File: config.mk
export PLATFORM = sky130hd
export DESIGN_NAME = qbd_port_i2c
export DESIGN_NICKNAME = d
export VERILOG_FILES = /design/src/rtl/qbd_port_i2c.sv
export SDC_FILE = /design/constraint.sdc
export NUM_CORES = 1
export LEC_CHECK = 0
export CAP_MARGIN = 20
export CORE_ASPECT_RATIO = 0.9
export CORE_MARGIN = 5
export CORE_UTILIZATION = 42
export CTS_BUF_LIST = sky130_fd_sc_hd__clkbuf_16
export DETAILED_ROUTE_END_ITERATION = 8
export PLACE_DENSITY = 0.63
export RECOVER_POWER = 100
export SLEW_MARGIN = 20
export SYNTH_ARGS = -nofsm -noshare
export SYNTH_HDL_FRONTEND = slang
export SYNTH_SLANG_ARGS = --single-unit
File: constraint.sdc
create_clock -name clk -period 2.7 [get_ports clk]
set_input_delay 0.675 -clock clk [delete_from_list [all_inputs] [get_ports clk]]
set_output_delay 0.675 -clock clk [all_outputs]
set_load 0.02 [all_outputs]
File: src/rtl/qbd_port_i2c.sv
module qbd_port_i2c #(
  parameter int          FILT_CYC = 4,
  parameter logic [3:0]  ADDR_HI  = 4'b0100
) (
  input  logic       clk,
  input  logic       rst_n,
  input  logic       scl_i,
  input  logic       sda_i,
  input  logic [2:0] addr_sel_i,
  input  logic [7:0] port_in_i,
  output logic       sda_pull_o,
  output logic [7:0] pin_low_o,
  output logic [7:0] pin_boost_o
);

  localparam int         FC_W     = $clog2(FILT_CYC + 1);
  localparam logic [3:0] BYTE_END = 4'd8;

  typedef enum logic [2:0] {
    S_IDLE, S_ADDR, S_AACK, S_RX, S_WACK, S_TX, S_MACK
  } st_t;

  logic [1:0] raw, s1, s2, filt, filt_q;
  logic       scl_f, sda_f, scl_rise, scl_fall, start_det, stop_det;
  st_t        st;
  logic [3:0] bcnt;
  logic [7:0] sh, lat, boost;
  logic       rw, mack;

  assign raw = {scl_i, sda_i};

  always_ff @(posedge clk or negedge rst_n)
    if (!rst_n) begin
      s1     <= 2'b11;
      s2     <= 2'b11;
      filt_q <= 2'b11;
    end else begin
      s1     <= raw;
      s2     <= s1;
      filt_q <= filt;
    end

  for (genvar g = 0; g < 2; g++) begin : g_flt
    logic [FC_W-1:0] cnt;
    logic            f_q;
    always_ff @(posedge clk or negedge rst_n)
      if (!rst_n) begin
        cnt <= '0;
        f_q <= 1'b1;
      end else if (s2[g] != f_q) begin
        if (cnt == FC_W'(FILT_CYC - 1)) begin
          f_q <= s2[g];
          cnt <= '0;
        end else begin
          cnt <= cnt + 1'b1;
        end
      end else begin
        cnt <= '0;
      end
    assign filt[g] = f_q;
  end

  assign scl_f     = filt[1];
  assign sda_f     = filt[0];
  assign scl_rise  = scl_f & ~filt_q[1];
  assign scl_fall  = ~scl_f & filt_q[1];
  assign start_det = scl_f & filt_q[1] & filt_q[0] & ~sda_f;
  assign stop_det  = scl_f & filt_q[1] & ~filt_q[0] & sda_f;

  always_ff @(posedge clk or negedge rst_n)
    if (!rst_n) begin
      st    <= S_IDLE;
      bcnt  <= '0;
      sh    <= '0;
      lat   <= '1;
      boost <= '0;
      rw    <= 1'b0;
      mack  <= 1'b0;
    end else begin
      if (scl_fall) boost <= '0;
      if (start_det) begin
        st   <= S_ADDR;
        bcnt <= '0;
      end else if (stop_det) begin
        st <= S_IDLE;
      end else begin
        case (st)
          S_ADDR, S_RX:
            if (scl_rise) begin
              sh   <= {sh[6:0], sda_f};
              bcnt <= bcnt + 1'b1;
            end else if (scl_fall && bcnt == BYTE_END) begin
              if (st == S_RX) begin
                st <= S_WACK;
              end else if (sh[7:1] == {ADDR_HI, addr_sel_i}) begin
                st <= S_AACK;
                rw <= sh[0];
              end else begin
                st <= S_IDLE;
              end
            end
          S_AACK:
            if (scl_rise && rw) begin
              sh <= port_in_i;
            end else if (scl_fall) begin
              bcnt <= '0;
              st   <= rw ? S_TX : S_RX;
            end
          S_WACK:
            if (scl_rise) begin
              lat   <= sh;
              boost <= sh & ~lat;
            end else if (scl_fall) begin
              bcnt <= '0;
              st   <= S_RX;
            end
          S_TX:
            if (scl_rise) begin
              bcnt <= bcnt + 1'b1;
            end else if (scl_fall) begin
              if (bcnt == BYTE_END) st <= S_MACK;
              else sh <= {sh[6:0], 1'b0};
            end
          S_MACK:
            if (scl_rise) begin
              mack <= ~sda_f;
              sh   <= port_in_i;
            end else if (scl_fall) begin
              bcnt <= '0;
              st   <= mack ? S_TX : S_IDLE;
            end
          default: st <= S_IDLE;
        endcase
      end
    end

  assign sda_pull_o  = (st == S_AACK) | (st == S_WACK) | ((st == S_TX) & ~sh[7]);
  assign pin_low_o   = ~lat;
  assign pin_boost_o = boost;

endmodule

Word level (Yosys, flattened, before mapping)
Cells that the tools add are included.
- ROM bits: 0
- output and inout bits: 17
- latch bits: 0
- memories kept: 0
- memory bits (writable): 0
- logic and storage cells: 127
- bits of input ports: 15
- flip-flop bits (word level): 47
- mux-type cells: 41
- shifts and indexed selects: 0
- add/subtract/negate cells: 3
- reductions and logical operators: 15
- div/mod/pow operators: 0
- $lt $le $gt $ge: 0
- multiply operators: 0
- eq/ne operators: 33
- bitwise gates (word level): 21
- operators with widths (cell ; number):
    $mux 8 ; 11
    $mux 3 ; 20
    $ne 4x4->1 const B ; 11
    $pmux 8 s4 ; 1
    $mux 4 ; 6
    $pmux 3 s5 ; 1
    $ne 2x2->1 const B ; 7
    $eq 3x2->1 const B ; 4
    $pmux 4 s3 ; 1
    $reduce_and 11->1 ; 1
    $eq 3x3->1 const B ; 3
    $not 1->1 ; 9
    $reduce_and 9->1 ; 1
    $and 1x1->1 ; 8
    $and 8x8->8 ; 1
    $not 8->8 ; 1
    $reduce_and 4->1 ; 2
    $reduce_bool 4->1 ; 2
    $eq 7x6->1 ; 1
    $reduce_and 7->1 ; 1
    $add 3x1->3 const B ; 2
    $reduce_and 5->1 ; 1
    $add 4x1->4 const B ; 1
    $eq 4x4->1 const B ; 1
    11 further kinds ; 16

Longest topological paths before layout
- depth after elaboration: 8
- gate-level depth with buffers: 7
- mapped depth without buffers: 6

Least setup slack after synthesis
OpenSTA, ideal clock, no wires.
- path type: register to output
- from: register st[0]
- to: output sda_pull_o
- arrival time: 1.367 ns
- slack: 0.658 ns
- stages on the path, launching flop included: 5
- path through: dfrtp_1 -> buf_4 -> nand2b_1 -> clkbuf_1 -> o21ai_0
- word-level cells in the longest chain between the ends: 3
- elaborated cells on any way between the ends: 6
- ends and longest elaborated chain (what ; line ; source):
    start, declared ; 25 ; st_t st;
    start signal, assigned ; 107 ; st <= rw ? S_TX : S_RX;
    start signal, assigned ; 130 ; st <= mack ? S_TX : S_IDLE;
    $eq 3x2->1 or $eq 3x3->1 (tied branches) ; 137 ; assign sda_pull_o = (st == S_AACK) | (st == S_WACK) | ((st == S_TX) & ~sh[7]);
    $or 1x1->1 or $and 1x1->1 (tied branches) ; 137 ;
    $or 1x1->1 (*) ; 137 ;
    end, declared ; 11 ; output logic sda_pull_o,
Every way passes the cells marked *; elsewhere a longest branch is shown, timed or not.

Worst setup path after layout
Ends and elaborated chain as after synthesis.

==> flow_summary.json <==
{
  "synthMuxAreaShare_pct": 11.6,
  "post_cts_buffers": 0,
  "synth_ff_type": "dfrtp_1",
  "cts_buffers": 5,
  "swShare_pct": 27.7,
  "p_sw_mw": 0.505,
  "design.die.area_um2": 7110,
  "p_per_area_nw_per_um2": 649,
  "cts.repair.resized": 0,
  "vdd_ir_drop_max_v": 0.000401,
  "syn_inst": 219,
  "cap_violations": 0,
  "area_delta_synth_final_pct": 21.1,
  "chipWidth_um": 88.3,
  "path_clk_slew_ns": 0.07,
  "yosysWarnings": 0,
  "fillers": 507,
  "grt_use_total_pct": 14.4,
  "synth_seq_cells": 47,
  "synth-compound-area-share_pct": 9.82,
  "synth.distinct_cells": 40,
  "die_h_um": 80.5,
  "min_to": "s2[0]",
  "multi_input_area_um2": 1000,
  "overflow": 0,
  "final_common_cell": "nand2_1",
  "fin_crit_ns": 2.53,
  "drc": 0,
  "seq_area_frac_synth_pct": 51.6,
  "crit_arrival_ns": 1.85,
  "antenna_left": 0,
  "cts_hold_buf": 0,
  "final_layout_size_suffix_gt1_share_pct": 21.5,
  "diodes": 0,
  "wl_per_cell_um": 14.0,
  "dr_total_vias": 1611,
  "drt-initial-drc-count": 76,
  "status": "finished clean",
  "p_int_mw": 1.32,
  "grt_max_degree": 27,
  "area.sequential_um2": 1200,
  "fin_skew_ns": 0.0112,
  "critical_path_class": "reg2out",
  "portBuffers": 31,
  "finalSetupViolCount": 0,
  "synth_adder_area_share_pct": 2.16,
  "p_seq_share_pct": 49.4,
  "hold_viol": 0,
  "hpwl_um": 3270,
  "setup.worst_path.start": "st[0]",
  "grt_pass1_wl_um": 7980,
  "htreeDepth": 2,
  "pwr-share-comb_pct": 18.4,
  "vias_per_cell": 5.07,
  "setup_tns_ns": 0,
  "rows": 25,
  "synth_edf_count": 0,
  "antenna_found_initial": 0,
  "final_cell_mix": "32 x nand2_1, 31 x dfrtp_1, 23 x mux2_2, 18 x dlygate4sd3_1, 15 x inv_1",
  "r2r_end": "sh[0]",
  "cellLeakagePower_nw": 1.19,
  "ios": 32,
  "grt_pass1_vias": 1689,
  "cp-end-kind": "output pin",
  "whs_ns": 0.355,
  "slew_headroom_pct": 23.1,
  "crit_fanout": 15,
  "place_congestion": 0.803,
  "synth_area_um2": 2320,
  "wl_um": 4440,
  "clock_sinks": 47,
  "root_buffer": "clkbuf_16",
  "synthSimpleGateAreaFrac_pct": 18.1,
  "drv_slew": 0,
  "tritoncts": "done",
  "min_period_over_period_pct": 93.7,
  "cts_buffer_depth": 2,
  "cp-start-kind": "register",
  "clkPwrFrac_pct": 32.2,
  "synth_nets": 238,
  "final_nets": 269,
  "synth_xor_area_share_pct": 2.27,
  "reg2reg_from": "g_flt[1].f_q",
  "timing.fmax_mhz": 395,
  "required_ns": 2.03,
  "min_from": "s1[0]",
  "start_util_pct": 43.6,
  "postSynth.asyncResetShare_pct": 100,
  "clkLatencyLatePin_ns": 0.28,
  "hold_class": "reg2reg",
  "final_core_util_pct": 52.8,
  "coreArea_um2": 5320,
  "min_path_cells": 0,
  "worst_slew_pin_slew_ns": 1.15,
  "drtPass1Iterations": 4,
  "avgSynthCellArea_um2": 10.6,
  "synth_top_family_by_area": "simple AND/OR/NAND/NOR gates",
  "worstRegToRegCells": 4,
  "rsz0062_at_grt": "false",
  "regToRegSetupSlack_ns": 0.20
}
[worst max-delay path by stage]
stage	to	slack, ns	depth (start not counted)
after global routing	sda_pull_o	0.02	3
final	sda_pull_o	0.17	3
after CTS	sda_pull_o	0.14	3
after floorplan	sda_pull_o	0.66	4
after detailed placement	sda_pull_o	0.46	3
after global placement	sda_pull_o	0.48	3
[power by group through the flow]
stage          combinational (mW)  sequential (mW)  clock, mW
5_1_grt                     0.382            0.917      0.645
2_1_floorplan               0.313            0.857          0
4_1_cts                     0.357            0.911      0.610
3_3_place_gp                0.349            0.913          0
3_5_place_dp                0.356            0.923          0
6_report                    0.336            0.901      0.586
[final cells by class]
type	instances	share of cell area (%)
inverter	14	1.87
tap	67	2.98
clock inverter	3	0.624
multi-input combinational	147	35.7
clock buffer	5	4.45
sequential	47	42.6
timing repair buffer	35	11.8
[per-stage QoR]
step                area [um^2]  setup slack, ns  cells  total power, mW
global route               2810           0.0239    318             1.94
finish                     2810            0.171    318             1.82
floorplan                  2320            0.658    219             1.17
global placement           2700            0.480    310             1.26
CTS                        2840            0.141    318             1.88
detailed placement         2700            0.460    310             1.28
[registers in the layout, summed over array words and instances (netlist names)]
name and count:
g_flt.cnt 6, mack 1, lat 8, s1 2
pin_boost_o 8, rw 1, bcnt 4, s2 2
sh 8, filt_q 2, g_flt.f_q 2, st 3
[layer usage]
| metal | up-vias | global-route usage (%) | part of all wire (%) |
|---|---|---|---|
| met3 | 4 | 3.18 | 2.8 |
| li1 | 819 | - | - |
| met1 | 767 | 20.3 | 49 |
| met2 | 21 | 22.2 | 47 |
| met4 | 0 | 3.63 | 1.1 |
| met5 | - | 0 | 0 |
[kinds of logic (layout without fill, tap and decap cells)]
kind of cell    after synthesis  count (layout)
compound gates               33              33
xor+xnor                      6               6
fa+ha+maj                     4               4
buf+inv                      25              57
flops                        47              47
mux                          24              24
simple gates                 80              80
[Yosys cell counts (all sizes together), types with 2 or more instances]
cell | instances | share of area [%]
inv | 14 | 2.3
or2 | 2 | 0.54
nand3b | 4 | 1.3
nor4 | 2 | 0.54
clkbuf | 6 | 0.97
o21ai | 13 | 2.8
nor2 | 6 | 0.97
o31ai | 3 | 0.97
buf | 5 | 1.3
nor3b | 4 | 1.3
ha | 4 | 2.2
a22o | 2 | 0.76
or3 | 2 | 0.76
a2bb2oi | 2 | 0.76
nand3 | 11 | 2.4
dfrtp | 31 | 33
a211oi | 3 | 1.5
xnor2 | 6 | 2.3
nor3 | 5 | 1.1
a21oi | 5 | 1.1
nand2 | 32 | 5.2
nand2b | 3 | 1.1
mux2 | 23 | 11
nor2b | 5 | 1.3
dfstp | 16 | 18
[critical path: stages, from the launching register on]
cell             delay [ns]
dfrtp_1                0.51
nand2b_1               0.22
o21ai_0                0.20
clkdlybuf4s50_1        0.64
Power figures use the tool's default switching activity.
